<file path="config.mk">
export PLATFORM = sky130hd
export DESIGN_NAME = shared_irq_ctrl
export DESIGN_NICKNAME = d
export VERILOG_FILES = /design/src/rtl/shared_irq_pkg.sv /design/src/rtl/shared_irq_decode.sv /design/src/rtl/shared_irq_datapath.sv /design/src/rtl/shared_irq_ctrl.sv
export SDC_FILE = /design/constraint.sdc
export NUM_CORES = 1
export LEC_CHECK = 0
export BUFFER_PORTS_ARGS = -buffer_cell sky130_fd_sc_hd__buf_2
export CAP_MARGIN = 10
export CORE_AREA = 10 10 178 180
export CTS_CLUSTER_SIZE = 10
export DETAILED_ROUTE_END_ITERATION = 10
export DIE_AREA = 0 0 188 190
export GPL_TIMING_DRIVEN = 0
export HOLD_SLACK_MARGIN = 0.08
export PLACE_DENSITY = 0.68
export SLEW_MARGIN = 20
export SYNTH_ARGS = -nofsm -noshare
export SYNTH_HDL_FRONTEND = slang
export SYNTH_SLANG_ARGS = --single-unit
</file>
<file path="constraint.sdc">
create_clock -name clk -period 4.25 [get_ports clk]
set_input_delay 0.85 -clock clk [delete_from_list [all_inputs] [get_ports clk]]
set_output_delay 0.85 -clock clk [all_outputs]
set_load 0.03 [all_outputs]
</file>
<file path="src/rtl/shared_irq_pkg.sv">
package shared_irq_pkg;
  localparam int REG_W        = 32;
  localparam int IDX_W        = 4;
  localparam int ADDR_DCTRL   = 0;
  localparam int ADDR_SETEN   = 4;
  localparam int ADDR_CLRPEND = 8;
  localparam int ADDR_TARGET  = 16;
  localparam int ADDR_CCTRL   = 32;
  localparam int ADDR_PMR     = 33;
  localparam int ADDR_ACK     = 34;
  localparam int ADDR_EOI     = 35;
  localparam logic [9:0] NO_IRQ_ID = 10'd1023;

  typedef enum logic [2:0] {
    RD_ZERO, RD_DCTRL, RD_SETEN, RD_PEND, RD_TARGET, RD_CCTRL, RD_PMR, RD_ACK
  } rdSel_e;

  typedef struct packed {
    logic distCtrlWr;
    logic setEnWr;
    logic clrPendWr;
    logic targetWr;
    logic cpuCtrlWr;
    logic pmrWr;
    logic eoiWr;
    logic ackRd;
    logic rdEn;
    rdSel_e rdSel;
    logic [IDX_W-1:0] idx;
  } strobes_t;
endpackage

</file>
<file path="src/rtl/shared_irq_decode.sv">
module shared_irq_decode
  import shared_irq_pkg::*;
#(
  parameter int NUM_IDS = 64,
  parameter int ADDR_W  = 6
) (
  input  logic              regWrEn,
  input  logic              regRdEn,
  input  logic [ADDR_W-1:0] regAddr,
  output strobes_t          strb
);
  localparam int EN_REGS  = NUM_IDS / 32;
  localparam int TGT_REGS = NUM_IDS / 4;

  logic inSetEn, inClrPend, inTarget;

  assign inSetEn   = (regAddr >= ADDR_W'(ADDR_SETEN))   && (regAddr < ADDR_W'(ADDR_SETEN + EN_REGS));
  assign inClrPend = (regAddr >= ADDR_W'(ADDR_CLRPEND)) && (regAddr < ADDR_W'(ADDR_CLRPEND + EN_REGS));
  assign inTarget  = (regAddr >= ADDR_W'(ADDR_TARGET))  && (regAddr < ADDR_W'(ADDR_TARGET + TGT_REGS));

  always_comb begin
    strb       = '0;
    strb.rdEn  = regRdEn;
    strb.rdSel = RD_ZERO;
    if (regAddr == ADDR_W'(ADDR_DCTRL)) begin
      strb.distCtrlWr = regWrEn;
      strb.rdSel      = RD_DCTRL;
    end else if (inSetEn) begin
      strb.setEnWr = regWrEn;
      strb.rdSel   = RD_SETEN;
      strb.idx     = IDX_W'(regAddr - ADDR_W'(ADDR_SETEN));
    end else if (inClrPend) begin
      strb.clrPendWr = regWrEn;
      strb.rdSel     = RD_PEND;
      strb.idx       = IDX_W'(regAddr - ADDR_W'(ADDR_CLRPEND));
    end else if (inTarget) begin
      strb.targetWr = regWrEn;
      strb.rdSel    = RD_TARGET;
      strb.idx      = IDX_W'(regAddr - ADDR_W'(ADDR_TARGET));
    end else if (regAddr == ADDR_W'(ADDR_CCTRL)) begin
      strb.cpuCtrlWr = regWrEn;
      strb.rdSel     = RD_CCTRL;
    end else if (regAddr == ADDR_W'(ADDR_PMR)) begin
      strb.pmrWr = regWrEn;
      strb.rdSel = RD_PMR;
    end else if (regAddr == ADDR_W'(ADDR_ACK)) begin
      strb.ackRd = regRdEn;
      strb.rdSel = RD_ACK;
    end else if (regAddr == ADDR_W'(ADDR_EOI)) begin
      strb.eoiWr = regWrEn;
    end
  end
endmodule

</file>
<file path="src/rtl/shared_irq_datapath.sv">
module shared_irq_datapath
  import shared_irq_pkg::*;
#(
  parameter int NUM_IDS  = 64,
  parameter int NUM_SPI  = 32,
  parameter int SPI_BASE = 32
) (
  input  logic               clk,
  input  logic               rstN,
  input  strobes_t           strb,
  input  logic [REG_W-1:0]   wrData,
  input  logic [NUM_SPI-1:0] spiIn,
  output logic [REG_W-1:0]   rdData,
  output logic               irq
);
  localparam int EN_REGS  = NUM_IDS / 32;
  localparam int TGT_REGS = NUM_IDS / 4;
  localparam int ID_W     = $clog2(NUM_IDS);
  localparam logic [7:0] FIXED_PRIO = 8'd0;

  logic               distEn, cpuEn, activeValid;
  logic [7:0]         pmr;
  logic [9:0]         activeId;
  logic [NUM_IDS-1:0] enQ, pendQ, tgtQ;
  logic [NUM_SPI-1:0] spiPrev;
  logic [REG_W-1:0]   rdDataQ, rdMux;

  logic [NUM_IDS-1:0] elig, setMask, clrMask, ackMask, riseMask, pendNext;
  logic [ID_W-1:0]    winId;
  logic               found, irqD, ackTake;

  // Eligibility and lowest-ID winner
  assign elig = pendQ & enQ & tgtQ & {NUM_IDS{distEn && (FIXED_PRIO < pmr)}};

  always_comb begin
    winId = '0;
    found = 1'b0;
    for (int i = NUM_IDS - 1; i >= 0; i--) begin
      if (elig[i]) begin
        winId = ID_W'(i);
        found = 1'b1;
      end
    end
  end

  assign irqD    = cpuEn && found && !activeValid;
  assign ackTake = strb.ackRd && irqD;

  // Pending next-state: edge sets win over clears
  always_comb begin
    setMask  = '0;
    clrMask  = '0;
    ackMask  = '0;
    riseMask = '0;
    for (int w = 0; w < EN_REGS; w++) begin
      if (strb.setEnWr && (int'(strb.idx) == w))   setMask[w*32 +: 32] = wrData;
      if (strb.clrPendWr && (int'(strb.idx) == w)) clrMask[w*32 +: 32] = wrData;
    end
    if (ackTake) ackMask[winId] = 1'b1;
    riseMask[SPI_BASE +: NUM_SPI] = spiIn & ~spiPrev;
    pendNext = (pendQ & ~clrMask & ~ackMask) | riseMask;
  end

  // Read mux
  always_comb begin
    rdMux = '0;
    unique case (strb.rdSel)
      RD_DCTRL: rdMux[0] = distEn;
      RD_CCTRL: rdMux[0] = cpuEn;
      RD_PMR:   rdMux[7:0] = pmr;
      RD_ACK:   rdMux = irqD ? REG_W'(winId) : REG_W'(NO_IRQ_ID);
      RD_SETEN, RD_PEND: begin
        for (int w = 0; w < EN_REGS; w++)
          if (int'(strb.idx) == w)
            rdMux = (strb.rdSel == RD_SETEN) ? enQ[w*32 +: 32] : pendQ[w*32 +: 32];
      end
      RD_TARGET: begin
        for (int r = 0; r < TGT_REGS; r++)
          if (int'(strb.idx) == r)
            for (int b = 0; b < 4; b++) rdMux[8*b] = tgtQ[r*4 + b];
      end
      default: rdMux = '0;
    endcase
  end

  always_ff @(posedge clk) begin
    if (!rstN) begin
      distEn      <= 1'b0;
      cpuEn       <= 1'b0;
      pmr         <= '0;
      enQ         <= '0;
      pendQ       <= '0;
      tgtQ        <= '0;
      spiPrev     <= '0;
      activeValid <= 1'b0;
      activeId    <= NO_IRQ_ID;
      rdDataQ     <= '0;
    end else begin
      spiPrev <= spiIn;
      pendQ   <= pendNext;
      enQ     <= enQ | setMask;
      if (strb.distCtrlWr) distEn <= wrData[0];
      if (strb.cpuCtrlWr)  cpuEn  <= wrData[0];
      if (strb.pmrWr)      pmr    <= wrData[7:0];
      for (int r = 0; r < TGT_REGS; r++)
        if (strb.targetWr && (int'(strb.idx) == r))
          for (int b = 0; b < 4; b++) tgtQ[r*4 + b] <= wrData[8*b];
      if (ackTake) begin
        activeValid <= 1'b1;
        activeId    <= 10'(winId);
      end else if (strb.eoiWr && activeValid && (wrData[9:0] == activeId)) begin
        activeValid <= 1'b0;
      end
      if (strb.rdEn) rdDataQ <= rdMux;
    end
  end

  assign rdData = rdDataQ;
  assign irq    = irqD;

  // an edge on the first shared line reaches its pending bit
  assert_edge_sets_pending_R1: assert property (@(posedge clk) disable iff (!rstN)
    (spiIn[0] && !spiPrev[0]) |=> pendQ[SPI_BASE]);

  // a granted acknowledge returns the winner and makes it active
  assert_ack_grants_winner_R8: assert property (@(posedge clk) disable iff (!rstN)
    (strb.ackRd && irq) |=> (activeValid && (rdData == REG_W'($past(winId)))));

  // an acknowledge with IRQ low returns 1023 and keeps the active state
  assert_idle_ack_spurious_R9: assert property (@(posedge clk) disable iff (!rstN)
    (strb.ackRd && !irq) |=> ((rdData == REG_W'(NO_IRQ_ID)) && $stable(activeValid)));

  // an end-of-interrupt with a foreign ID leaves the active one alone
  assert_wrong_eoi_ignored_R11: assert property (@(posedge clk) disable iff (!rstN)
    (strb.eoiWr && activeValid && (wrData[9:0] != activeId)) |=> activeValid);
endmodule

</file>
<file path="src/rtl/shared_irq_ctrl.sv">
module shared_irq_ctrl
  import shared_irq_pkg::*;
#(
  parameter int NUM_IDS  = 64,
  parameter int NUM_SPI  = 32,
  parameter int SPI_BASE = 32,
  parameter int ADDR_W   = 6
) (
  input  logic               clk,
  input  logic               rstN,
  input  logic [NUM_SPI-1:0] spiIn,
  input  logic               regWrEn,
  input  logic               regRdEn,
  input  logic [ADDR_W-1:0]  regAddr,
  input  logic [REG_W-1:0]   regWrData,
  output logic [REG_W-1:0]   regRdData,
  output logic               irq
);
  strobes_t strb;

  shared_irq_decode #(.NUM_IDS(NUM_IDS), .ADDR_W(ADDR_W)) decode_i (
    .regWrEn (regWrEn),
    .regRdEn (regRdEn),
    .regAddr (regAddr),
    .strb    (strb)
  );

  shared_irq_datapath #(.NUM_IDS(NUM_IDS), .NUM_SPI(NUM_SPI), .SPI_BASE(SPI_BASE)) dp_i (
    .clk    (clk),
    .rstN   (rstN),
    .strb   (strb),
    .wrData (regWrData),
    .spiIn  (spiIn),
    .rdData (regRdData),
    .irq    (irq)
  );
endmodule

</file>
# Yosys cells after proc, flatten, opt, wreduce, memory -nomap -nowiden
# Cells that the tools add are included.
# classes
shifts	0
div_mod_pow	0
n_lt_le_gt_ge	9
reduce_logical	35
n_bitwise	11
multipliers	0
addsub	3
muxes	238
eq_ne	27
# op_table
cell	n
2-to-1 mux 6 bit	65
AND 64 bit	5
2-to-1 mux 32 bit	8
2-to-1 mux 1 bit	140
NOT 64 bit	2
bitwise OR 64 bit	2
2-to-1 mux 64 bit	1
one-hot mux 7 bit (2 select lines)	3
AND 32 bit	1
equality test 4 bit, second input constant	8
NOT 32 bit	1
logical AND 1 bit	30
equality test 6 bit, second input constant	4
2-to-1 mux 7 bit	3
one-hot mux 7 bit (3 select lines)	1
2-to-1 mux 3 bit	6
equality test 4 x 3 -> 1 bit, second input constant	4
equality test 3 bit, second input constant	4
2-to-1 mux 4 bit	3
equality test 10 bit	1
2-to-1 mux 10 bit	1
one-hot mux 1 bit (3 select lines)	3
equality test 4 x 2 -> 1 bit, second input constant	2
less-than comparator 1 x 8 -> 1 bit, first input constant	1
other kinds (23)	24
# word_totals
latch_bits	0
n_memories	0
ff_bits	277
ramBits	0
wordCells	348
mem_bits_ro	0

# Depth between registers and ports, before layout
# logic_depth
word_depth	75
mapped_depth	14
ltp_nobuf	10

# Hierarchy
# From an unflattened synthesis, not the netlist that was laid out.
# unflattened
cells_unflattened	1589
hier_area_um2	13783.2
# modules_own_cells
mod	cells_per_inst	seq_area_each_um2	area_per_inst_um2	instances
shared_irq_datapath	1536	5485.3	13421.6	1
shared_irq_decode	53	0.0	361.6	1

# Worst setup path after synthesis
# Ideal clock, no wire load.
# synth_path
kind	input-to-reg
start	input port regAddr[3]
end	register dp_i.rdDataQ[16] (netlist: dp_i.rdData[16])
path_buffers	1
path_stages	11
setup_time_ns	0.129
slack_ns	0.898
arrival_time_ns	3.222
required_ns	4.121
cell_sequence	inv_1 > ha_1 > a2111o_1 > nand2b_1 > clkbuf_1 > o22ai_2 > nor3_1 > a221o_1 > or3_1 > a2111oi_2 > nor3b_2
# synth_between
elab_chain_cells	24
# synth_lines
element	line	source
start: declaration	shared_irq_ctrl.sv:14	input logic [ADDR_W-1:0] regAddr,
greater-or-equal comparator 6 x 5 -> 1 bit / less-than comparator 6 bit (equally long branches)	shared_irq_decode.sv:19	assign inTarget = (regAddr >= ADDR_W'(ADDR_TARGET)) && (regAddr < ADDR_W'(ADDR_TARGET + TGT_REGS));
logical AND 1 bit	shared_irq_decode.sv:19	
2-to-1 mux 4 bit	shared_irq_decode.sv:36	end else if (inTarget) begin
2-to-1 mux 7 bit	shared_irq_decode.sv:32	end else if (inClrPend) begin
2-to-1 mux 7 bit	shared_irq_decode.sv:28	end else if (inSetEn) begin
2-to-1 mux 4 bit	shared_irq_decode.sv:25	if (regAddr == ADDR_W'(ADDR_DCTRL)) begin
logical NOT 4 bit	shared_irq_datapath.sv:74, shared_irq_datapath.sv:79	
2-to-1 mux 1 bit (16 in series)	shared_irq_datapath.sv:79	if (int'(strb.idx) == r)
one-hot mux 1 bit (3 select lines) (*)	shared_irq_datapath.sv:67	unique case (strb.rdSel)
end signal: assignment	shared_irq_datapath.sv:114	if (strb.rdEn) rdDataQ <= rdMux;
end: declaration	shared_irq_datapath.sv:26	logic [REG_W-1:0] rdDataQ, rdMux;
# Every way passes the cells marked *; elsewhere a longest branch is shown, timed or not.
# A chain may end at the register's enable or synchronous reset.

# Worst setup path in the final report
# layout_path
start	input port regAddr[2]
end	register dp_i.pendQ[40]
# layout_between
elab_chain_cells	13
# layout_lines
element	line	source
greater-or-equal comparator 6 x 5 -> 1 bit, or another cell as far along	shared_irq_decode.sv:19	
logical AND 1 bit / 2-to-1 mux 1 bit (equally long branches)	shared_irq_decode.sv:19, shared_irq_decode.sv:46	
2-to-1 mux 4 bit / 2-to-1 mux 2 bit (equally long branches)	shared_irq_decode.sv:36, shared_irq_decode.sv:43	
2-to-1 mux 7 bit / 2-to-1 mux 3 bit (equally long branches)	shared_irq_decode.sv:32, shared_irq_decode.sv:40	
2-to-1 mux 7 bit / 2-to-1 mux 4 bit (equally long branches)	shared_irq_decode.sv:28, shared_irq_decode.sv:36	
2-to-1 mux 4 bit / 2-to-1 mux 5 bit (equally long branches)	shared_irq_decode.sv:25, shared_irq_decode.sv:32	
equality test 4 x 2 -> 1 bit / 2-to-1 mux 6 bit (equally long branches)	shared_irq_datapath.sv:57, shared_irq_decode.sv:28	
logical AND 1 bit / 2-to-1 mux 7 bit (equally long branches)	shared_irq_datapath.sv:57, shared_irq_decode.sv:25	
2-to-1 mux 32 bit / logical AND 1 bit (equally long branches)	shared_irq_datapath.sv:57, shared_irq_datapath.sv:47	
NOT 64 bit / 2-to-1 mux 64 bit (equally long branches)	shared_irq_datapath.sv:61, shared_irq_datapath.sv:59	
AND 64 bit / NOT 64 bit (equally long branches)	shared_irq_datapath.sv:61	pendNext = (pendQ & ~clrMask & ~ackMask) | riseMask;
AND 64 bit (*)	shared_irq_datapath.sv:61	
bitwise OR 64 bit (*)	shared_irq_datapath.sv:61	
end signal: assignment	shared_irq_datapath.sv:100	pendQ <= pendNext;
end: declaration	shared_irq_datapath.sv:24	logic [NUM_IDS-1:0] enQ, pendQ, tgtQ;
# Marked as above.

==> results.py <==
metrics = {
    "outcome": {
        "outcome": "finished clean",
    },
    "detailed_routing": {
        "ant_nets": 0,
        "routed_wl_um": 64400,
        "drt_iter0_drc": 1900,
        "num_vias": 14500,
        "wl_per_cell_um": 29.7,
        "viasPerCell": 6.70,
        "drc": 0,
        "first_pass_iters": 6,
    },
    "cts": {
        "clock_latency_ps": 530,
        "cts.sinks": 274,
        "cts.path.max_buffers": 3,
        "htree_levels": 2,
        "cts_tree": "built",
        "hold_buffers": 0,
        "cts_buffers": 35,
        "clockRootBuffer": "clkbuf_16",
        "path_clk_slew_ps": 50,
    },
    "synthesis": {
        "synth_ff_type": "dfxtp_1",
        "synthesis.area_um2": 13800,
        "yosysTopAreaCell": "dfxtp_1",
        "synth-edff-count": 0,
        "async_flop_share": 0,
        "syn_avg_cell_area_um2": 8.46,
        "yosys_warnings": 0,
        "yosysTopAreaCellShare": 0.397,
        "yosysSeqAreaShare": 0.397,
        "ys_ff_latch": 274,
        "synth.distinct_cells": 93,
        "syn_nets": 1711,
        "synth_cells": 1633,
        "synthTopCellsByArea": "dfxtp_1, nor2b_1, a221oi_1",
    },
    "global_routing": {
        "met3_usage": 0.0796,
        "grt.busiest_layer": "met2",
        "grt_antenna_before_repair": 0,
        "overflow": 0,
        "track_usage": 0.349,
        "use_met1": 0.458,
        "grt_max_degree": 11,
        "grtUsageMet2": 0.528,
        "grt_pass1_vias": 13900,
        "grt_pass1_wl_um": 93900,
    },
    "setup_path": {
        "worst_setup_path_end_kind": "register",
        "path_delay_family": "simple AND/OR/NAND/NOR gates",
        "path_class": "in -> reg",
        "cp_max_fo": 10,
        "cp.arrival_ps": 4590,
        "worst_setup_path_start_kind": "input pin",
        "cp_cell_sequence": "buf_2 > inv_1 > ha_1 > clkbuf_1 > nand3_1 > clkbuf_1 > nand3_1 > nor4_2 > buf_2 > nand2_1 > a31oi_1 > a21oi_1",
        "critPathMaxStageDelay_ps": 870,
        "reg2reg_from": "dp_i.pmr[3]",
        "rr_endpoint": "dp_i.pendQ[27]",
        "reg2reg_slack_ps": 70,
        "crit_slowest_cell": "nor4_2",
        "r2r_cells": 9,
        "required_ps": 4620,
        "crit_buf_inv": 5,
    },
    "timing": {
        "period_needed_ps": 4210,
        "final-hold-violation-count": 0,
        "worst_hold_slack_ps": 413,
        "fin_skew_ps": 30.2,
        "fin_crit_sh": 0.992,
        "worst_pin_slew_ps": 1190,
        "slew_headroom": 0.202,
        "fin_setup_tns_ps": 0,
        "rsz0062_at_grt": "no",
        "fmax_mhz": 237,
        "drv_slew": 0,
        "finalSetupViolCount": 0,
    },
    "power_and_ir_drop": {
        "p_sw_w": 0.00155,
        "internal-power_w": 0.00434,
        "power.density_nw_per_um2": 371,
        "switching_share": 0.264,
        "power_frac_comb": 0.085,
        "p_total_w": 0.00589,
        "pwr-share-seq": 0.457,
        "p_leak_nw": 5.85,
        "ir_drop_mv": 0.446,
        "pwr-share-clk": 0.457,
    },
    "floorplanning": {
        "start_util": 0.489,
        "die_area_um2": 35700,
        "io-pin-count": 107,
        "dieHeight_um": 190,
        "row_count": 62,
        "core_area_um2": 28200,
        "die_w_um": 188,
    },
    "cells_and_area": {
        "antenna_cells": 0,
        "fillCellCount": 2736,
        "nNetsFinal": 1851,
        "finalNonFillerCells": 2167,
        "fin_area_um2": 15900,
        "register_area_um2": 5490,
        "multi_input_area_um2": 7690,
        "drive_gt1_frac": 0.126,
        "area_growth_pct": 14.8,
    },
    "min_path": {
        "hold_path_end": "dp_i.pendQ[42]",
        "hp-class": "reg -> reg",
        "worstHoldPathCells": 1,
        "hp-start": "dp_i.spiPrev[10]",
    },
    "run": {
        "cap_violations": 0,
    },
    "place": {
        "dp_cells": 2118,
        "gp_congestion": 1.01,
        "io_buffers": 101,
        "place_hpwl_um": 50200,
        "dpl_cell_area_um2": 14800,
    },
}
cells in the mapped netlist (all sizes together) (6+ instances only):
master,number
nand2,146
nor3,29
nor4,22
a221oi,75
o21ai,56
a21boi,18
nor2b,144
and3,28
nand3,105
a211oi,10
clkbuf,81
o211ai,14
a21oi,124
or3,8
nor2,47
dfxtp,274
a22oi,10
nand4,28
or4,14
o22ai,13
and2,55
a22o,24
a31oi,35
nand2b,6
buf,35
inv,53
o32ai,21
mux2i,61
and4,6
worst max-delay path by stage:
stage                     cells past startpoint         endpoint  slack [ps]          start
final                                        12   dp_i.pendQ[40]          40     regAddr[2]
after global routing                         14     dp_i.enQ[11]          40     regAddr[2]
after CTS                                     7              irq          50  dp_i.tgtQ[18]
after detailed placement                     14      dp_i.enQ[8]        -450     regAddr[2]
after global placement                       12      dp_i.enQ[8]        -420     regAddr[2]
after floorplan                              11  dp_i.rdData[16]         900     regAddr[3]
area by class of cell:
class                           instances  area share
Inverter                               53      0.0125
Timing Repair Buffer                  103      0.0328
Clock buffer                           42      0.0595
Tap cell                              384      0.0303
Sequential cell                       274       0.346
Clock inverter                          5     0.00308
Multi-Input combinational cell       1190       0.485
Buffer                                116      0.0312
kinds of logic (layout without fill, tap and decap cells):
| kind of cell | Yosys count | count (layout) | share of synthesized area |
|---|---|---|---|
| adder cells (fa/ha/maj) | 4 | 4 | 0.00362 |
| buffers and inverters | 169 | 319 | 0.0502 |
| XOR/XNOR | 6 | 6 | 0.00380 |
| AND/OR/NAND/NOR | 652 | 652 | 0.258 |
| flip-flops | 274 | 274 | 0.397 |
| multiplexers | 63 | 63 | 0.0458 |
| AO/OA/AOI/OAI | 465 | 465 | 0.242 |
layer usage:
layer  up-vias  part of all wire  wire [µm]
met3       193              0.12       7410
li1       6332                 -          -
met2       994              0.43      27600
met1      7009              0.40      25900
met5         -                 0          0
met4         0             0.054       3490
registers in the layout, summed over array words and instances, names as in the netlist:
signal            cells
dp_i.tgtQ            64
dp_i.pmr              8
dp_i.rdData          32
dp_i.activeId         7
dp_i.distEn           1
dp_i.activeValid      1
dp_i.spiPrev         32
dp_i.cpuEn            1
dp_i.pendQ           64
dp_i.enQ             64
stage by stage:
| stage | setup WS, ps | utilization |
|---|---|---|
| after CTS | 49.7 | 0.561 |
| after floorplan | 898 | - |
| after global placement | -416 | 0.524 |
| final | 35.5 | 0.562 |
| after global routing | 41.3 | 0.562 |
| after detailed placement | -454 | 0.524 |
what timing repair did:
action | CTS | global route
setup endpoints to repair | 1 | 39
pin swaps | 0 | 2
setup buffers | 0 | 2
gates resized for setup | 3 | 2
power by group through the flow:
stage	Sequential, W	Combinational (W)	Clock [W]
CTS	0.00269	0.000485	0.00269
global route	0.00269	0.000525	0.00279
detailed placement	0.00274	0.000483	0
floorplan	0.00271	0.000270	0
finish	0.00269	0.000503	0.00269
global placement	0.00274	0.000480	0
placed cells by master, fill, tap and decap left out, drive strengths merged, types with 6 or more instances in the layout:
cell type  synthesis  routed
o32ai             21      21
nand2b             6       6
a21boi            18      18
nand3            105     105
a22o              24      24
nor4              22      22
a211oi            10      10
nand2            146     146
nor2              47      47
clkbuf            81     123
or4               14      14
a21oi            124     124
or3                8       8
a31oi             35      35
dfxtp            274     274
a22oi             10      10
nand4             28      28
o211ai            14      14
buf               35     138
a221oi            75      75
and3              28      28
nor2b            144     144
and4               6       6
nor3              29      29
o22ai             13      13
inv               53      55
o21ai             56      56
and2              55      55
mux2i             61      61
Note: power is estimated with default switching activity, not from simulation.
